<file path="src/rtl/dma_ag_pkg.sv">
package dma_ag_pkg;

  typedef enum logic [2:0] {
    AM_FIXED    = 3'd0,
    AM_INCR     = 3'd1,
    AM_DECR     = 3'd2,
    AM_STRIDE1D = 3'd3,
    AM_STRIDE2D = 3'd4
  } am_mode_e;

  localparam int unsigned AM_LAST_VALID = 4;

  function automatic logic mode_is_valid(input logic [2:0] code);
    return (32'(code) <= AM_LAST_VALID);
  endfunction

endpackage

</file>
<file path="src/rtl/dma_ag_delta.sv">
module dma_ag_delta
  import dma_ag_pkg::*;
#(
  parameter int ADDR_W = 32
) (
  input  logic [2:0]        mode_q,
  input  logic [1:0]        size_q,
  input  logic [ADDR_W-1:0] eskip_q,
  input  logic [ADDR_W-1:0] fskip_q,
  input  logic              frame_end,
  output logic [ADDR_W-1:0] delta
);

  logic [ADDR_W-1:0] size_bytes;
  logic [ADDR_W-1:0] stride;

  assign size_bytes = ADDR_W'(1) << size_q;
  assign stride     = size_bytes + eskip_q;

  always_comb begin
    unique case (mode_q)
      3'(AM_INCR):     delta = size_bytes;
      3'(AM_DECR):     delta = ADDR_W'(0) - size_bytes;
      3'(AM_STRIDE1D): delta = stride;
      3'(AM_STRIDE2D): delta = frame_end ? (stride + fskip_q) : stride;
      default:         delta = '0;
    endcase
  end

endmodule

</file>
<file path="src/rtl/dma_ag_counter.sv">
module dma_ag_counter #(
  parameter int CNT_W = 16
) (
  input  logic             clk,
  input  logic             rst,
  input  logic             load,
  input  logic [CNT_W-1:0] elems,
  input  logic [CNT_W-1:0] frames,
  input  logic             step,
  output logic             last_elem,
  output logic             last_frame,
  output logic             done,
  output logic             advance
);

  localparam logic [CNT_W:0] ONE = (CNT_W+1)'(1);
  localparam logic [CNT_W:0] TWO = (CNT_W+1)'(2);

  logic [CNT_W-1:0] elem_idx, frame_idx, elems_q, frames_q;
  logic             final_acc, do_step, zero_len;
  logic [CNT_W:0]   elem_next2, frame_next2;

  assign final_acc   = last_elem && last_frame;
  assign do_step     = step && !load && !done;
  assign advance     = do_step && !final_acc;
  assign zero_len    = (elems == '0) || (frames == '0);
  assign elem_next2  = {1'b0, elem_idx} + TWO;
  assign frame_next2 = {1'b0, frame_idx} + TWO;

  always_ff @(posedge clk) begin
    if (rst) begin
      elem_idx   <= '0;
      frame_idx  <= '0;
      elems_q    <= '0;
      frames_q   <= '0;
      last_elem  <= 1'b0;
      last_frame <= 1'b0;
      done       <= 1'b1;
    end else if (load) begin
      elem_idx   <= '0;
      frame_idx  <= '0;
      elems_q    <= elems;
      frames_q   <= frames;
      last_elem  <= !zero_len && ({1'b0, elems} == ONE);
      last_frame <= !zero_len && ({1'b0, frames} == ONE);
      done       <= zero_len;
    end else if (do_step) begin
      if (final_acc) begin
        done <= 1'b1;
      end else if (last_elem) begin
        elem_idx   <= '0;
        frame_idx  <= frame_idx + 1'b1;
        last_elem  <= ({1'b0, elems_q} == ONE);
        last_frame <= (frame_next2 == {1'b0, frames_q});
      end else begin
        elem_idx  <= elem_idx + 1'b1;
        last_elem <= (elem_next2 == {1'b0, elems_q});
      end
    end
  end

  AST_DONE_STICKY: assert property (@(posedge clk) disable iff (rst)
    done && !load |=> done);
  AST_ELEM_RANGE: assert property (@(posedge clk) disable iff (rst)
    !done |-> (elem_idx < elems_q) && (frame_idx < frames_q));
  AST_FINAL_ENDS: assert property (@(posedge clk) disable iff (rst)
    step && !load && !done && last_elem && last_frame |=> done);

endmodule

</file>
<file path="src/rtl/dma_ag_cfg_check.sv">
module dma_ag_cfg_check
  import dma_ag_pkg::*;
#(
  parameter int ADDR_W = 32
) (
  input  logic              clk,
  input  logic              rst,
  input  logic              load,
  input  logic [ADDR_W-1:0] start_addr,
  input  logic [2:0]        mode,
  input  logic [1:0]        size,
  input  logic              chk_en,
  output logic              align_err,
  output logic              mode_err
);

  logic [ADDR_W-1:0] low_mask;
  assign low_mask = (ADDR_W'(1) << size) - ADDR_W'(1);

  always_ff @(posedge clk) begin
    if (rst) begin
      align_err <= 1'b0;
      mode_err  <= 1'b0;
    end else if (load) begin
      align_err <= chk_en && ((start_addr & low_mask) != '0);
      mode_err  <= !mode_is_valid(mode);
    end
  end

  AST_ERR_HOLD: assert property (@(posedge clk) disable iff (rst)
    !load |=> $stable(mode_err) && $stable(align_err));
  AST_CHK_OFF_CLEAN: assert property (@(posedge clk) disable iff (rst)
    load && !chk_en |=> !align_err);

endmodule

</file>
<file path="src/rtl/dma_addr_gen.sv">
module dma_addr_gen
  import dma_ag_pkg::*;
#(
  parameter int ADDR_W = 32,
  parameter int CNT_W  = 16
) (
  input  logic              clk,
  input  logic              rst,
  input  logic              start,
  input  logic [ADDR_W-1:0] cfg_addr,
  input  logic [2:0]        cfg_mode,
  input  logic [1:0]        cfg_size,
  input  logic [CNT_W-1:0]  cfg_elems,
  input  logic [CNT_W-1:0]  cfg_frames,
  input  logic [ADDR_W-1:0] cfg_elem_skip,
  input  logic [ADDR_W-1:0] cfg_frame_skip,
  input  logic              cfg_align_chk,
  input  logic              step,
  output logic [ADDR_W-1:0] addr,
  output logic              last_elem,
  output logic              last_frame,
  output logic              done,
  output logic              align_err,
  output logic              mode_err
);

  logic [2:0]        mode_q;
  logic [1:0]        size_q;
  logic [ADDR_W-1:0] eskip_q, fskip_q, delta;
  logic              advance;

  always_ff @(posedge clk) begin
    if (rst) begin
      mode_q  <= 3'(AM_FIXED);
      size_q  <= '0;
      eskip_q <= '0;
      fskip_q <= '0;
      addr    <= '0;
    end else if (start) begin
      mode_q  <= cfg_mode;
      size_q  <= cfg_size;
      eskip_q <= cfg_elem_skip;
      fskip_q <= cfg_frame_skip;
      addr    <= cfg_addr;
    end else if (advance) begin
      addr    <= addr + delta;
    end
  end

  dma_ag_counter #(.CNT_W(CNT_W)) cnt_i (
    .clk        (clk),
    .rst        (rst),
    .load       (start),
    .elems      (cfg_elems),
    .frames     (cfg_frames),
    .step       (step),
    .last_elem  (last_elem),
    .last_frame (last_frame),
    .done       (done),
    .advance    (advance)
  );

  dma_ag_delta #(.ADDR_W(ADDR_W)) delta_i (
    .mode_q    (mode_q),
    .size_q    (size_q),
    .eskip_q   (eskip_q),
    .fskip_q   (fskip_q),
    .frame_end (last_elem),
    .delta     (delta)
  );

  dma_ag_cfg_check #(.ADDR_W(ADDR_W)) chk_i (
    .clk        (clk),
    .rst        (rst),
    .load       (start),
    .start_addr (cfg_addr),
    .mode       (cfg_mode),
    .size       (cfg_size),
    .chk_en     (cfg_align_chk),
    .align_err  (align_err),
    .mode_err   (mode_err)
  );

  AST_IDLE_HOLD: assert property (@(posedge clk) disable iff (rst)
    done && !start |=> $stable(addr) && $stable(last_elem) && $stable(last_frame));
  AST_LOAD_ADDR: assert property (@(posedge clk) disable iff (rst)
    start |=> addr == $past(cfg_addr));
  AST_FIXED_HOLD: assert property (@(posedge clk) disable iff (rst)
    !start && (mode_q == 3'(AM_FIXED) || mode_err) |=> $stable(addr));
  AST_INCR_STEP: assert property (@(posedge clk) disable iff (rst)
    step && !start && !done && !(last_elem && last_frame) && mode_q == 3'(AM_INCR)
    |=> addr == $past(addr) + (ADDR_W'(1) << $past(size_q)));
  AST_RSV_FLAG: assert property (@(posedge clk) disable iff (rst)
    start && !mode_is_valid(cfg_mode) |=> mode_err);

endmodule

</file>
<file path="config.mk">
export PLATFORM = sky130hd
export DESIGN_NAME = dma_addr_gen
export DESIGN_NICKNAME = d
export VERILOG_FILES = /design/src/rtl/dma_ag_pkg.sv /design/src/rtl/dma_ag_delta.sv /design/src/rtl/dma_ag_counter.sv /design/src/rtl/dma_ag_cfg_check.sv /design/src/rtl/dma_addr_gen.sv
export SDC_FILE = /design/constraint.sdc
export NUM_CORES = 1
export LEC_CHECK = 0
export ABC_AREA = 0
export BUFFER_PORTS_ARGS = -buffer_cell sky130_fd_sc_hd__buf_2
export CAP_MARGIN = 20
export CORE_MARGIN = 2
export CORE_UTILIZATION = 59
export DETAILED_ROUTE_END_ITERATION = 6
export PLACE_DENSITY = 0.82
export SYNTH_ARGS = -nofsm -noshare
export SYNTH_HDL_FRONTEND = slang
export SYNTH_SLANG_ARGS = --single-unit
</file>
<file path="constraint.sdc">
create_clock -name clk -period 7.99 [get_ports clk]
set_input_delay 1.598 -clock clk [delete_from_list [all_inputs] [get_ports clk]]
set_output_delay 1.598 -clock clk [all_outputs]
set_load 0.02 [all_outputs]
</file>
# ---- Word level (Yosys, flattened, before mapping)
# Index checks and enable logic that the tools add are counted.
dict set report totals {
  register_bits 170
  output_inout_bits 37
  input_bits 138
  wordCells 80
}
dict set report classes {
  mux 16
  n_reduce_logical 26
  shift 2
  n_addsub 9
  n_eq_ne 10
  bitwise_logic 2
  n_lt_le_gt_ge 1
}
# cell n
set op_table {}
lappend op_table {{$pmux W32 S4} 1}
lappend op_table {{$add A32 B32 Y32} 3}
lappend op_table {{$mux W32} 3}
lappend op_table {{$shl A1 B2 Y32 const A} 2}
lappend op_table {{$eq A16 B1 Y1 const B} 3}
lappend op_table {{$add A16 B2 Y17 const B} 2}
lappend op_table {{$eq A17 B16 Y1} 2}
lappend op_table {{$add A16 B1 Y16 const B} 2}
lappend op_table {{$and A32 B32 Y32} 1}
lappend op_table {{$logic_not A16 Y1} 2}
lappend op_table {{$reduce_bool A32 Y1} 1}
lappend op_table {{$sub A1 B32 Y32 const A} 1}
lappend op_table {{$sub A32 B2 Y32 const B} 1}
lappend op_table {{$mux W16} 1}
lappend op_table {{$mux W1} 11}
lappend op_table {{$reduce_bool A2 Y1} 4}
lappend op_table {{$logic_and A1 B1 Y1} 7}
lappend op_table {{$eq A3 B2 Y1 const B} 2}
lappend op_table {{$reduce_and A2 Y1} 3}
lappend op_table {{$reduce_and A3 Y1} 2}
lappend op_table {{$logic_not A1 Y1} 5}
lappend op_table {{$eq A3 B1 Y1 const B} 1}
lappend op_table {{$eq A3 B3 Y1 const B} 1}
lappend op_table {{$le A3 B3 Y1 const B} 1}
lappend op_table {{4 further kinds} 4}

# ---- Depth between registers and ports, before layout
dict set report depth {
  ltp_word 8
  mapped_depth 34
}

# ---- Hierarchy
# Synthesis repeated with hierarchy kept, for this count alone.
dict set report unflattened {
  hier_cells 1522
  area_unflattened_um2 12383.1
}
# module n_inst cells_each area_each_um2
set by_module_without_submodules {}
lappend by_module_without_submodules {dma_addr_gen 1 618 5421.4}
lappend by_module_without_submodules {dma_ag_counter 1 458 3878.7}
lappend by_module_without_submodules {dma_ag_delta 1 417 2851.5}
lappend by_module_without_submodules {dma_ag_cfg_check 1 29 231.5}

# ---- Worst setup path after synthesis
# No wires, ideal clock.
dict set report synth_timing {
  path_type {reg-to-reg}
  from {reg size_q[0]}
  to {reg addr[31]}
  t_arrival_ps 6476
  stages_incl_launch_ff 32
  t_required_ps 7923
  slack_ps 1447
  setup_time_ps 67
  path_cell_list {dfxtp_1 nor2b_1 xor2_1 ha_1 o21a_1 o21ai_1 a21boi_1 nand2_1 xnor2_1 ha_1 or2_2 a21oi_1 a21oi_2 a211o_1 a311o_1 a21o_1 a21oi_2 xnor2_1 a211o_1 ha_1 buf_2 a21o_1 a21o_1 a21o_1 or3_1 a221o_1 nand3_2 a31oi_2 xor2_1 nor4b_1 a2111oi_4 a21oi_2}
}
dict set report synth_between {
  elab_chain_cells 8
  word_cells_on_any_way 9
  classes_between {add/sub: 4; shift: 1; mux: 4}
}
# element line_no
set synth_rtl {}
lappend synth_rtl {{from (decl)} dma_addr_gen.sv:28} ;# logic [1:0] size_q;
lappend synth_rtl {{from (signal assigned)} dma_addr_gen.sv:41} ;# size_q <= cfg_size;
lappend synth_rtl {{$shl A1 B2 Y32 (*)} dma_ag_delta.sv:17} ;# assign size_bytes = ADDR_W'(1) << size_q;
lappend synth_rtl {{$add A32 B32 Y32} dma_ag_delta.sv:18} ;# assign stride = size_bytes + eskip_q;
lappend synth_rtl {{$add A32 B32 Y32} dma_ag_delta.sv:25} ;# 3'(AM_STRIDE2D): delta = frame_end ? (stride + fskip_q) : stride;
lappend synth_rtl {{$mux W32} dma_ag_delta.sv:25}
lappend synth_rtl {{$pmux W32 S4 (*)} dma_ag_delta.sv:21} ;# unique case (mode_q)
lappend synth_rtl {{$add A32 B32 Y32 (*)} dma_addr_gen.sv:46} ;# addr <= addr + delta;
lappend synth_rtl {{$mux W32 (*)} dma_addr_gen.sv:45} ;# end else if (advance) begin
lappend synth_rtl {{$mux W32 (*)} dma_addr_gen.sv:39} ;# end else if (start) begin
lappend synth_rtl {{to (signal assigned)} dma_addr_gen.sv:44} ;# addr <= cfg_addr;
lappend synth_rtl {{to (signal assigned)} dma_addr_gen.sv:46}
lappend synth_rtl {{to (decl)} dma_addr_gen.sv:19} ;# output logic [ADDR_W-1:0] addr,
# Mark *: on every way between the ends. The rest lies on a longest branch, timed or not. The select of a mux whose other input is x is not followed.
# A chain may end at the register's enable or synchronous reset.

# ---- Final worst setup path
# Same ends and word-level chain as after synthesis.

==> summary.md <==
| Metric | Value |
|---|---|
| Met3 usage | `5.44%` |
| Gr ovfl total | `0` |
| Cts hold-fix bufs | `0` |
| Initial antenna violation count | `1` |
| Cells on worst reg2reg path | `30` |
| Top cell type's share of synthesized area | `29.0%` |
| H-tree levels | `4` |
| Vias | `11200` |
| FF+latch count, synth | `170` |
| Top FF cell, synth | `dfxtp_1` |
| Crit path arrival time | `7660 ps` |
| Layout cells sized above 1 | `14.8%` |
| Crit path launch | `size_q[0]` |
| Most frequent cell after synthesis | `nor2_1` |
| Cell Area, Synth | `11700 µm²` |
| Num CTS Buffers | `17` |
| Clock latency on the worst-skew pair | `450 ps` |
| Core area | `19500 µm²` |
| R2r startpoint | `size_q[0]` |
| IO Pins | `175` |
| Die area | `21000 µm²` |
| Met2 GRT Util | `48.8%` |
| FFs w/ async S/R, synth | `0%` |
| Leakage | `0.00599 µW` |
| Fin. Hold Viols | `0` |
| Max-Cap Viols | `0` |
| Place WS | `653 ps` |
| Critical Path Stages | `30` |
| Die Ht | `145 µm` |
| Worst-path clk slew | `70 ps` |
| Cell mode on critical path | `a21o_1` |
| Largest net degree at the start of global routing | `104` |
| Fmax | `136 MHz` |
| Clock sink total | `170` |
| CP max stage cell | `dfxtp_1` |
| Router iterations before antenna repair | `7` |
| Post-route ant nets | `0` |
| Port bufs | `174` |
| Worst hold path type | `flip-flop to flip-flop` |
| Maximum vdd ir drop | `0.159 mV` |
| Min Tclk post-route | `7370 ps` |
| Residual DRC count | `0` |
| Yosys warning total | `0` |
| Worst setup EP type | `flip-flop` |
| RR Endpoint | `addr[31]` |
| CP required | `8280 ps` |
| CTS resizes | `0` |
| Buf/Inv on CP | `0` |
| Placed cells | `1840` |
| Root Buffer Master | `clkbuf_16` |
| Skew final | `14.4 ps` |
| Setup violations, final | `0` |
| Vias per cell | `6.00` |
| PnR worst setup slack | `617 ps` |
| Multi-input logic area | `7900 µm²` |
| First-pass GRT wire length | `52300 µm` |
| Routed wire length | `31900 µm` |
| Worst path max stage delay | `440 ps` |
| Global routing usage on met1 | `40.2%` |
| Number of flops mapped to enable cells by yosys | `0` |
| Distinct cells, synth | `71` |
| Routed length per instance | `17.1 µm` |
| Post CTS Setup Buffer Count | `0` |
| Top cells by area, synth | `dfxtp_1, mux2i_1, ha_1, nor2_1, xnor2_1` |
| Initial Util | `60.1%` |
| Yosys top cell by area | `dfxtp_1` |
| Crit path max-delay family | `compound AO/OA/AOI/OAI gates` |
| Setup Crit Path Kind | `flip-flop to flip-flop` |
| Final period util | `92.3%` |
| Critical Path End | `addr[31]` |
| Slew HR | `30.8%` |
| Gpl congestion | `0.979` |
| Max-slew violation count | `0` |
| Deepest clock path buffer count | `2` |
| Area grow syn2layout | `13.3%` |
| Worst-path fanout max | `7` |
| RSZ-0062 raised after global routing | `no` |
| Detail Placement HPWL | `24000 µm` |
| Run status | `completed` |
| Flop2flop setup slack | `620 ps` |
| Number of global-route vias before repair | `10700` |
| Iter 0 DRT Violations | `781` |
| Power Dens Cells | `160 nW/µm²` |
| Storage cell area | `3400 µm²` |
| Fin nets | `1806` |
| Slew at the pin with the worst max-slew slack | `1040 ps` |
| GRT busiest layer | `met2` |
| Total Routing Usage GR | `30.0%` |
| Synth cell count leaders | `nor2_1, dfxtp_1, a21oi_1, mux2i_1, nand2_1` |
| TritonCTS clock tree | `yes` |
| Final std cells w/o fill | `1871` |
| Post-Syn Nets | `1670` |
| Rows | `51` |
| Sequential area share after synthesis | `29.0%` |
| CP Launch Type | `flip-flop` |
| Setup TNS | `0 ps` |
| Die Span X | `145 µm` |
| Fill count | `1623` |
| Avg Inst Size Synth | `8.05 µm²` |
| Synth Instances | `1458` |
==> logic make-up after synthesis <==
| logic type | count (synthesis) | share of synthesized area [%] |
|---|---|---|
| and+or+nand+nor | 483 | 19.3 |
| AOI/OAI and AO/OA | 367 | 20.4 |
| DFF | 170 | 29.0 |
| xor gates and xnor gates | 139 | 10.4 |
| buffers and inverters | 118 | 3.81 |
| muxes | 106 | 9.04 |
| adders and majority gates | 75 | 8.11 |
==> power breakdown <==
| part | leakage [µW] | switching (µW) | internal [µW] | total (µW) |
|---|---|---|---|---|
| clock | 0.000257 | 364 | 406 | 770 |
| combinational | 0.00434 | 244 | 181 | 425 |
| sequential | 0.00140 | 47.6 | 889 | 937 |
| total | 0.00599 | 656 | 1480 | 2130 |
==> cells in the final DEF, fill, tap and decap left out, drive strengths merged, types with 6 or more instances in the layout <==
master,instances
a211oi,13
a21boi,7
a21o,31
a21oi,110
a221o,7
a221oi,8
a22oi,27
a31oi,12
and3,20
buf,181
clkbuf,18
clkinv,7
dfxtp,170
ha,72
inv,56
mux2i,106
nand2,84
nand2b,10
nand3,49
nand4,23
nor2,199
nor2b,10
nor3,30
nor4,9
o211ai,16
o21a,6
o21ai,81
o21bai,6
o22ai,8
o32ai,7
or2,8
or3,14
xnor2,74
xor2,65
==> layer usage <==
layer / routed length [µm] / vias to the layer above
met3: 2520 / 53
met1: 14200 / 5233
met4: 728 / 0
met2: 14500 / 424
li1: - / 5517
met5: 0 / -
==> flip-flops by register name, indices dropped and copies added (netlist names) <==
| name | flops |
|---|---|
| size_q | 2 |
| mode_q | 3 |
| chk_i.align_err | 1 |
| fskip_q | 32 |
| chk_i.mode_err | 1 |
| addr | 32 |
| eskip_q | 32 |
| cnt_i.frames_q | 16 |
| cnt_i.last_elem | 1 |
| cnt_i.elem_idx | 16 |
| cnt_i.last_frame | 1 |
| cnt_i.done | 1 |
| cnt_i.frame_idx | 16 |
| cnt_i.elems_q | 16 |
==> how the worst min path moves through the flow <==
stage	startpoint	to	slack, ps	cells past startpoint
2_1_floorplan	cnt_i.elems_q[0]	cnt_i.elems_q[0]	460	2
3_3_place_gp	chk_i.mode_err	chk_i.mode_err	450	2
3_5_place_dp	chk_i.mode_err	chk_i.mode_err	450	2
4_1_cts	chk_i.mode_err	chk_i.mode_err	460	2
5_1_grt	chk_i.mode_err	chk_i.mode_err	500	2
6_report	chk_i.mode_err	chk_i.mode_err	460	2
==> stage by stage <==
stage	util, %	hold slack (ps)	instance area [µm²]	power, µW
after floorplan	-	460	11700	1240
after global placement	65.4	447	12800	1360
after detailed placement	65.4	452	12800	1370
after CTS	68.1	464	13300	2140
after global routing	68.2	501	13300	2230
final	68.2	462	13300	2130
==> worst min-delay path: stages, from the launching register on <==
cell	delay, ps
dfxtp_1	310
nand2_1	60
a21oi_1	50
==> layout make-up <==
type	count	area share (%)
Clock inverter	12	0.696
Antenna cell	1	0.0188
Sequential cell	170	25.6
Multi-Input combinational cell	1170	59.4
Clock buffer	18	3.30
Timing Repair Buffer	181	7.00
Tap cell	265	2.49
Inverter	54	1.52
Note: power is estimated with default switching activity, not from simulation.
